==> config.mk <==
export PLATFORM = sky130hd
export DESIGN_NAME = cam_sync_gen
export DESIGN_NICKNAME = d
export VERILOG_FILES = /design/src/rtl/cam_sync_pkg.sv /design/src/rtl/cam_line_ctr.sv /design/src/rtl/cam_frame_ctr.sv /design/src/rtl/cam_mask_ctr.sv /design/src/rtl/cam_sync_gen.sv
export SDC_FILE = /design/constraint.sdc
export NUM_CORES = 1
export LEC_CHECK = 0
export BUFFER_PORTS_ARGS = -buffer_cell sky130_fd_sc_hd__buf_2
export CORE_UTILIZATION = 52
export DETAILED_ROUTE_END_ITERATION = 6
export PLACE_DENSITY = 0.76
export REMOVE_ABC_BUFFERS = 1
export SETUP_SLACK_MARGIN = 0.2
export SLEW_MARGIN = 5
export SYNTH_ARGS = -nofsm -noshare
export SYNTH_HDL_FRONTEND = slang
export SYNTH_SLANG_ARGS = --single-unit
==> constraint.sdc <==
create_clock -name clk -period 2.6 [get_ports clk]
set_input_delay 0.26 -clock clk [delete_from_list [all_inputs] [get_ports clk]]
set_output_delay 0.26 -clock clk [all_outputs]
set_load 0.05 [all_outputs]
==> src/rtl/cam_sync_pkg.sv <==
package cam_sync_pkg;
  localparam int NUM_SIZES = 8;
  localparam int SIZE_W    = 3;

  // Codes with the top bit set run the shorter low-power frame.
  typedef enum logic [SIZE_W-1:0] {
    SZ_640X480    = 3'd0,
    SZ_352X288    = 3'd1,
    SZ_320X240_NM = 3'd2,
    SZ_176X144_NM = 3'd3,
    SZ_320X240_LP = 3'd4,
    SZ_176X144_LP = 3'd5,
    SZ_160X120_LP = 3'd6,
    SZ_128X96_LP  = 3'd7
  } size_code_e;

  localparam logic [7:0] CHROMA_FILL = 8'h80;
  localparam logic [7:0] LUMA_FILL   = 8'h00;

  function automatic logic is_low_power(input size_code_e code);
    return code[SIZE_W-1];
  endfunction
endpackage

==> src/rtl/cam_line_ctr.sv <==
module cam_line_ctr #(
  parameter int LINE_CLKS = 1560,
  parameter int XW        = $clog2(LINE_CLKS)
) (
  input  logic          clk,
  input  logic          rst,
  output logic [XW-1:0] h_pos,
  output logic          line_last
);
  localparam logic [XW-1:0] H_LAST = XW'(LINE_CLKS - 1);

  assign line_last = (h_pos == H_LAST);

  always_ff @(posedge clk) begin
    if (rst)            h_pos <= '0;
    else if (line_last) h_pos <= '0;
    else                h_pos <= h_pos + 1'b1;
  end
endmodule

==> src/rtl/cam_frame_ctr.sv <==
module cam_frame_ctr
  import cam_sync_pkg::*;
#(
  parameter int LINES_NORM = 507,
  parameter int LINES_LP   = 254,
  parameter int VW         = $clog2(LINES_NORM > LINES_LP ? LINES_NORM : LINES_LP)
) (
  input  logic              clk,
  input  logic              rst,
  input  logic              line_last,
  input  logic [SIZE_W-1:0] cfg_size,
  input  logic              cfg_hs_blank,
  output logic [VW-1:0]     v_pos,
  output size_code_e        size_q,
  output logic              blank_q
);
  localparam logic [VW-1:0] V_LAST_NORM = VW'(LINES_NORM - 1);
  localparam logic [VW-1:0] V_LAST_LP   = VW'(LINES_LP - 1);

  logic [VW-1:0] v_last;
  logic          frame_last;

  always_comb begin
    v_last     = is_low_power(size_q) ? V_LAST_LP : V_LAST_NORM;
    frame_last = line_last && (v_pos == v_last);
  end

  // Configuration is shadowed and only refreshed at the frame seam.
  always_ff @(posedge clk) begin
    if (rst) begin
      v_pos   <= '0;
      size_q  <= size_code_e'(cfg_size);
      blank_q <= cfg_hs_blank;
    end else if (frame_last) begin
      v_pos   <= '0;
      size_q  <= size_code_e'(cfg_size);
      blank_q <= cfg_hs_blank;
    end else if (line_last) begin
      v_pos   <= v_pos + 1'b1;
    end
  end
endmodule

==> src/rtl/cam_mask_ctr.sv <==
module cam_mask_ctr #(
  parameter int MASK_LINES = 4
) (
  input  logic clk,
  input  logic rst,
  input  logic wake,
  input  logic line_last,
  input  logic line_active,
  output logic masked
);
  generate
    if (MASK_LINES == 0) begin : g_nomask
      assign masked = 1'b0;
    end else begin : g_mask
      localparam int MW = $clog2(MASK_LINES + 1);
      localparam logic [MW-1:0] RELOAD = MW'(MASK_LINES);
      logic [MW-1:0] remain;

      assign masked = (remain != '0);

      always_ff @(posedge clk) begin
        if (rst || wake)
          remain <= RELOAD;
        else if (line_last && line_active && masked)
          remain <= remain - 1'b1;
      end
    end
  endgenerate
endmodule

==> src/rtl/cam_sync_gen.sv <==
module cam_sync_gen
  import cam_sync_pkg::*;
#(
  parameter int LINE_CLKS  = 1560,
  parameter int HS_LOW     = 156,
  parameter int H_FIRST    = 280,
  parameter int LINES_NORM = 507,
  parameter int LINES_LP   = 254,
  parameter int VS_LINES   = 3,
  parameter int V_FIRST    = 9,
  parameter int MASK_LINES = 4,
  parameter int ACT_PIX   [NUM_SIZES] = '{640, 352, 320, 176, 320, 176, 160, 128},
  parameter int ACT_LINES [NUM_SIZES] = '{480, 288, 240, 144, 240, 144, 120, 96},
  parameter int XW = $clog2(LINE_CLKS),
  parameter int VW = $clog2(LINES_NORM > LINES_LP ? LINES_NORM : LINES_LP)
) (
  input  logic              clk,
  input  logic              rst,
  input  logic [SIZE_W-1:0] cfg_size,
  input  logic              cfg_hs_blank,
  input  logic              wake,
  output logic              vsync,
  output logic              hsync,
  output logic              byte_en,
  output logic [7:0]        fill_byte,
  output logic              byte_sel,
  output logic [XW-1:0]     pix_x,
  output logic [VW-1:0]     line_y
);
  logic [XW-1:0] h_pos;
  logic          line_last;
  logic [VW-1:0] v_pos;
  size_code_e    size_q;
  logic          blank_q;
  logic          masked;

  cam_line_ctr #(.LINE_CLKS(LINE_CLKS), .XW(XW)) u_line (
    .clk(clk), .rst(rst), .h_pos(h_pos), .line_last(line_last)
  );

  cam_frame_ctr #(.LINES_NORM(LINES_NORM), .LINES_LP(LINES_LP), .VW(VW)) u_frame (
    .clk(clk), .rst(rst), .line_last(line_last),
    .cfg_size(cfg_size), .cfg_hs_blank(cfg_hs_blank),
    .v_pos(v_pos), .size_q(size_q), .blank_q(blank_q)
  );

  // Window decode against the shadowed picture size.
  logic [XW:0]   h_ext, h_end;
  logic [VW:0]   v_ext, v_end;
  logic          h_act, v_act, win, en_n;
  logic [XW-1:0] h_off;

  always_comb begin
    h_ext = {1'b0, h_pos};
    v_ext = {1'b0, v_pos};
    h_end = (XW+1)'(H_FIRST) + (XW+1)'(2 * ACT_PIX[size_q]);
    v_end = (VW+1)'(V_FIRST) + (VW+1)'(ACT_LINES[size_q]);
    h_act = (h_ext >= (XW+1)'(H_FIRST)) && (h_ext < h_end);
    v_act = (v_ext >= (VW+1)'(V_FIRST)) && (v_ext < v_end);
    win   = h_act && v_act;
    en_n  = win && !masked;
    h_off = h_pos - XW'(H_FIRST);
  end

  cam_mask_ctr #(.MASK_LINES(MASK_LINES)) u_mask (
    .clk(clk), .rst(rst), .wake(wake),
    .line_last(line_last), .line_active(v_act), .masked(masked)
  );

  // Registered output stage.
  always_ff @(posedge clk) begin
    if (rst) begin
      vsync     <= 1'b1;
      hsync     <= 1'b0;
      byte_en   <= 1'b0;
      fill_byte <= CHROMA_FILL;
      byte_sel  <= 1'b0;
      pix_x     <= '0;
      line_y    <= '0;
    end else begin
      vsync     <= (v_pos >= VW'(VS_LINES));
      hsync     <= blank_q ? en_n : (h_pos >= XW'(HS_LOW));
      byte_en   <= en_n;
      fill_byte <= (en_n || h_pos[0]) ? LUMA_FILL : CHROMA_FILL;
      byte_sel  <= h_pos[0];
      pix_x     <= en_n ? {1'b0, h_off[XW-1:1]} : '0;
      line_y    <= v_act ? (v_pos - VW'(V_FIRST)) : '0;
    end
  end
endmodule

==> results of run 1 <==
## metal layers
metal  vias to the layer above  share of wire  track usage
met3                         9          0.040       0.0415
met4                         0          0.011       0.0608
met2                        56           0.52        0.375
met5                         -              0            0
met1                      1032           0.43        0.250
li1                       1101              -            -
## power by group through the flow
stage	registers, mW	clock network, mW	logic (mW)
2_1_floorplan	0.841	0	0.0878
3_3_place_gp	0.830	0	0.130
3_5_place_dp	0.831	0	0.133
4_1_cts	0.814	0.516	0.158
5_1_grt	0.817	0.550	0.192
6_report	0.814	0.504	0.177
## metrics by stage
stage                     setup slack, ps   util
after floorplan                      30.5      -
after global placement              -19.3  0.582
after detailed placement             -193  0.582
after CTS                            55.5  0.647
after global routing                 -196  0.663
final                               -37.0  0.663
## layout make-up
class | instances | area, sq um
clock buffer | 8 | 101
fill | 407 | 1720
inverter | 15 | 56.3
multi-input combinational | 222 | 1750
sequential | 51 | 1060
tap | 70 | 87.6
timing repair buffer | 51 | 330
## state kept, by name (all words and copies together), names as in the netlist
name,flops
byte_en,1
byte_sel,1
fill_byte,1
hsync,1
line_y,9
pix_x,10
u_frame.blank_q,1
u_frame.size_q,3
u_frame.v_pos,9
u_line.h_pos,11
u_mask.g_mask.remain,3
vsync,1
## kinds of logic (layout without fill, tap and decap cells)
family                   count (synthesis)  count (layout)
flip-flops                              51              51
AO/OA/AOI/OAI                           36              36
AND/OR/NAND/NOR                        119             119
buffers and inverters                   39              74
multiplexers                             5               5
other                                    1               8
XOR/XNOR                                28              28
adder cells (fa/ha/maj)                 26              26
## Yosys cell counts, types with 7 or more instances
| master | count | area share |
|---|---|---|
| nand2_1 | 23 | 0.031 |
| dfxtp_1 | 47 | 0.34 |
| a21oi_1 | 14 | 0.025 |
| buf_2 | 7 | 0.013 |
| nand3_1 | 8 | 0.014 |
| inv_1 | 15 | 0.020 |
| nand4_1 | 7 | 0.016 |
| ha_1 | 26 | 0.12 |
| xor2_1 | 13 | 0.041 |
| nor2_1 | 41 | 0.056 |
| buf_4 | 10 | 0.027 |
| nor4_1 | 7 | 0.016 |
| xnor2_1 | 15 | 0.047 |
## worst min-delay path by stage
| stage | from | cells past startpoint | to |
|---|---|---|---|
| global placement | cfg_size[0] | 1 | u_frame.size_q[0] |
| finish | cfg_size[2] | 1 | u_frame.size_q[2] |
| CTS | cfg_size[0] | 1 | u_frame.size_q[0] |
| detailed placement | cfg_size[0] | 1 | u_frame.size_q[0] |
| floorplan | rst | 1 | u_line.h_pos[2] |
| global route | cfg_size[2] | 1 | u_frame.size_q[2] |
## repair_timing
item                       4_1_cts  5_1_grt
setup buffers                    6        2
setup endpoints to repair       25       25
gates cloned                     1        0
resized for setup               40       18
pin swaps                       25       14
## worst max-delay path, cell delays in order, from the launching register on
cell and delay (ps):
edfxtp_1 460, buf_6 160, ha_4 160, nor2b_4 140, nand2_2 60, a21oi_2 110, a31oi_1 50, ha_1 330
nand3_2 100, buf_4 150, a2111oi_4 280, nor3_4 120, a311o_1 330, a21oi_1 110
==> run metrics, run 1 <==
FF-to-FF setup slack=-40 ps; GRT Total Usage=0.208; Sw Pwr=0.375 mW; TritonCTS Buffers=5; Syn Area/Cell=9.09 sq um; Vias=2198; Die Y=75.0 um; Compound-Gate Fraction of Synth Area=0.0912; layout cells sized above 1=0.308; combinational family with the most area after synthesis=simple AND/OR/NAND/NOR gates; Area Overhead vs Synth=22.2%; iteration count of the initial detailed-routing pass=4; Post-synth top flop=dfxtp_1; Seq pwr share=0.545; worst min-delay path class=primary input to flip-flop; Layout Cells excl Fill=417; distinct cell type count after synthesis=51; die width=75.0 um; 1st-iter DRT viols=139; max cap viols=0; CTS tree=done; Slew @ Worst Pin=538 ps; Placed Cells=400; DIE AREA=5630 sq um; RSZ-0062 raised after global routing=yes; antenna-violating nets left=0; first-pass GRT wire length=8.89 mm; Rows=26; f_max=0.379 GHz; worst reg2reg path depth=13; Synth Area in Adders=0.117; Crit. End Element=flip-flop; crit-path max FO=8; Final #Nets=379; # DRC=0; Post-synth ARST share=0; Cells after Synth=305; power per cell area=441 nW/um^2; Post-CTS Hold Fix Bufs=0; mapped cell area=2770 sq um; clk root buf=clkbuf_8; initial antenna violation count=0; max-slew violations=0; fin area=3390 sq um; routability cong.=0.793; YS warnings=0; Peak VDD IR=0.319 mV; Max Buffers Root-to-Sink=2; most common cell after layout, fill and taps aside=dfxtp_1; wire per inst=13.7 um; ant diodes=0; fin crit share=1.01; Worst-Skew Late Latency=310 ps; Simple-Gate Fraction of Synth Area=0.226; num ports=39; XOR/XNOR share of the synthesized area=0.0884; flops & latches, synth=51; largest net degree at the start of global routing=16; # H-tree levels=2; Clock Power Share=0.337; reg-to-reg startpoint=u_frame.size_q[1]; Setup Viol. Count Final=2; EDFF count, synth=4; placed inst area=2970 sq um; most frequent cells in the layout=dfxtp_1, nor2_1, buf_2, nand2_1, ha_1; Switching Fraction=0.251; combinational share of power=0.118; overall power=1.49 mW; Worst Setup SP=u_frame.size_q[1]; core box area=5110 sq um; register area share after synthesis=0.383; Slew HR=0.638; Critical Path RT=2840 ps; status=finished, violations left; Final Hold Viols=0; input/output buffers=30; DPL Wire Length=3.55 mm; Worst Setup Slack, final=-37.0 ps; Max Clock Skew=3.98 ps; Reg clk slew, reported paths=90 ps; CP Launch Type=flip-flop; Worst setup endpoint=u_mask.g_mask.remain[1]; CP arrival=2880 ps; Initial Util=0.543; internal power=1.12 mW; Fin Setup TNS=-43.8 ps; Leakage=1.43 nW; failing checks=setup timing; r2r endpoint=u_mask.g_mask.remain[1]; post-synthesis mux area share=0.0181; CTS Sinks=51; Tmin final=2640 ps; vias per cell=5.27; grt ovf=0; Post-Route WL=5.70 mm; WHS=123 ps; worst setup path class=flip-flop to flip-flop; vias in the first global route=1955
Power figures use the tool's default switching activity.
==> inputs of run 2 (changes only) <==
CORE_UTILIZATION = 57   (was 52)
PLACE_DENSITY = not set   (was 0.76)
PLACE_DENSITY_LB_ADDON = 0.05   (was not set)
clock period = 2.7 ns   (was 2.6 ns; I/O delays follow)
==> run 2 against run 1 <==
The flow now finishes without violations. Sequential power decreased by 3.8%. Cell area decreased by 2.9%. Cell count fell by 4.3%. Worst setup slack better by 160 ps. Utilization grew 3.8 points. Wire length decreased by 5.6%. Critical path type unchanged. Largest power group unchanged.
==> run metrics, run 2 (synthesized netlist as in run 1, its figures left out) <==
Leakage=1.44 nW (+0.72%); Rows=25 (-3.8%); Max Clock Skew=6.58 ps (+2.60 ps); Reg clk slew, reported paths=90 ps (about the same); # DRC=0 (unchanged); power per cell area=427 nW/um^2 (-3.2%); Area Overhead vs Synth=18.6%; internal power=1.04 mW (-6.9%); max cap viols=0 (unchanged); max FFs per register=11 (unchanged); Final Hold Viols=0 (unchanged); RSZ-0062 raised after global routing=yes; worst min-delay path class=primary input to flip-flop; ant diodes=0 (unchanged); Clock Power Share=0.329 (-0.008); CTS tree=done; f_max=0.387 GHz (+2.1%); Worst Setup Slack, final=118 ps (+155 ps); fin crit share=0.956 (-0.0580); Post-CTS Hold Fix Bufs=0 (unchanged); Peak VDD IR=0.273 mV (-14%); 1st-iter DRT viols=124 (-11%); input/output buffers=30 (unchanged); vias in the first global route=2054 (+5.1%); Tmin final=2580 ps (-55.1 ps); Final #Nets=377 (-0.53%); antenna-violating nets left=0 (unchanged); Die Y=71.7 um (-4.4%); Most flops, register=u_line.h_pos; Crit. End Element=flip-flop; die width=71.7 um (-4.4%); core box area=4690 sq um (-8.1%); grt ovf=0 (unchanged); num ports=39 (unchanged); combinational share of power=0.114 (-0.004); CP arrival=2830 ps (-50 ps); most frequent cells in the layout=dfxtp_1, nor2_1, buf_2, ha_1, nand2_1; DIE AREA=5150 sq um (-8.5%); FILL cells=384 (-5.7%); Worst-Skew Late Latency=310 ps (about the same); iteration count of the initial detailed-routing pass=4 (unchanged); max-slew violations=0 (unchanged); fin area=3290 sq um (-2.9%); first-pass GRT wire length=9.24 mm (+4.0%); worst setup path class=flip-flop to flip-flop; vias per cell=5.41 (+2.7%); clk root buf=clkbuf_8; wire per inst=13.5 um (-1.4%); Max Buffers Root-to-Sink=2 (unchanged); routability cong.=0.827 (+4.3%); Fin Setup TNS=0 ps (+43.8 ps); placed inst area=2940 sq um (-1.2%); largest net degree at the start of global routing=16 (unchanged); # H-tree levels=2 (unchanged); CTS Sinks=51 (unchanged); worst slack at placement=-49.6 ps (+144 ps); most common cell after layout, fill and taps aside=dfxtp_1; top flop regs=u_line.h_pos: 11 flops, pix_x: 10 flops; CP Launch Type=flip-flop; DPL Wire Length=3.68 mm (+3.6%); status=complete, no violations; Vias=2159 (-1.8%); Post-Route WL=5.38 mm (-5.6%); overall power=1.41 mW (-6.0%); Initial Util=0.591 (+0.0481); worst reg2reg path depth=11 (-2); GRT Total Usage=0.228 (+0.0198); layout cells sized above 1=0.284 (-0.0243); initial antenna violation count=0 (unchanged); Switching Fraction=0.258 (+0.00728); Seq pwr share=0.557 (+0.012); Sw Pwr=0.363 mW (-3.2%); Critical Path RT=2950 ps (+110 ps); TritonCTS Buffers=5 (unchanged); crit-path max FO=7 (-1); Hold Path Cell Cnt=1 (unchanged); Setup Viol. Count Final=0 (-2)
[run 2: stage by stage]
step | hold slack (ps) | cells | utilization
after global placement | 446 | 382 | 0.626
after floorplan | 342 | 288 | -
after global routing | 133 | 399 | 0.701
after CTS | 128 | 398 | 0.689
final | 129 | 399 | 0.701
after detailed placement | 449 | 382 | 0.626
[run 2: cell type report]
cell class	count	area, sq um	share of cell area
Clock buffer	7	86.3	0.0262
Clock inverter	1	8.76	0.00266
Inverter	15	56.3	0.0171
Multi-Input combinational cell	222	1700	0.516
Sequential cell	51	1060	0.323
Tap cell	54	67.6	0.0205
Timing Repair Buffer	49	312	0.0947
[run 2: final timing paths]
path / slack, ps / to / from
setup / recovery: 120 / u_mask.g_mask.remain[1] / u_frame.size_q[1]
hold / removal: 130 / u_frame.blank_q / cfg_hs_blank
setup reg to reg: 120 / u_mask.g_mask.remain[1] / u_frame.size_q[1]
hold reg to reg: 470 / u_mask.g_mask.remain[0] / u_mask.g_mask.remain[0]
[run 2: critical path, cell delays in order, from the launching register on]
cell and delay (ps):
edfxtp_1 410, buf_6 150, ha_4 150, nor2b_4 130
nor3b_2 220, nor2_1 70, ha_1 320, nand2_1 100
a2111oi_4 380, nor3_4 130, a311o_1 340, a21oi_2 110
[run 2: metal layers]
| metal | share of wire | track usage |
|---|---|---|
| met5 | 0 | 0 |
| met4 | 0.024 | 0.100 |
| met3 | 0.028 | 0.0309 |
| met2 | 0.51 | 0.420 |
| met1 | 0.43 | 0.261 |
[run 2: timing repair]
action | in CTS | in global routing
setup buffers | 7 | 1
cloned | 1 | 0
endpoints found under the setup margin | 25 | 25
gates resized for setup | 32 | 14
pin swaps | 21 | 4
[run 2: power groups by stage]
stage	registers [mW]	logic [mW]	clock network, mW
after floorplan	0.810	0.0846	0
after global placement	0.800	0.127	0
after detailed placement	0.800	0.128	0
after CTS	0.783	0.154	0.471
after global routing	0.785	0.175	0.496
final	0.783	0.160	0.462
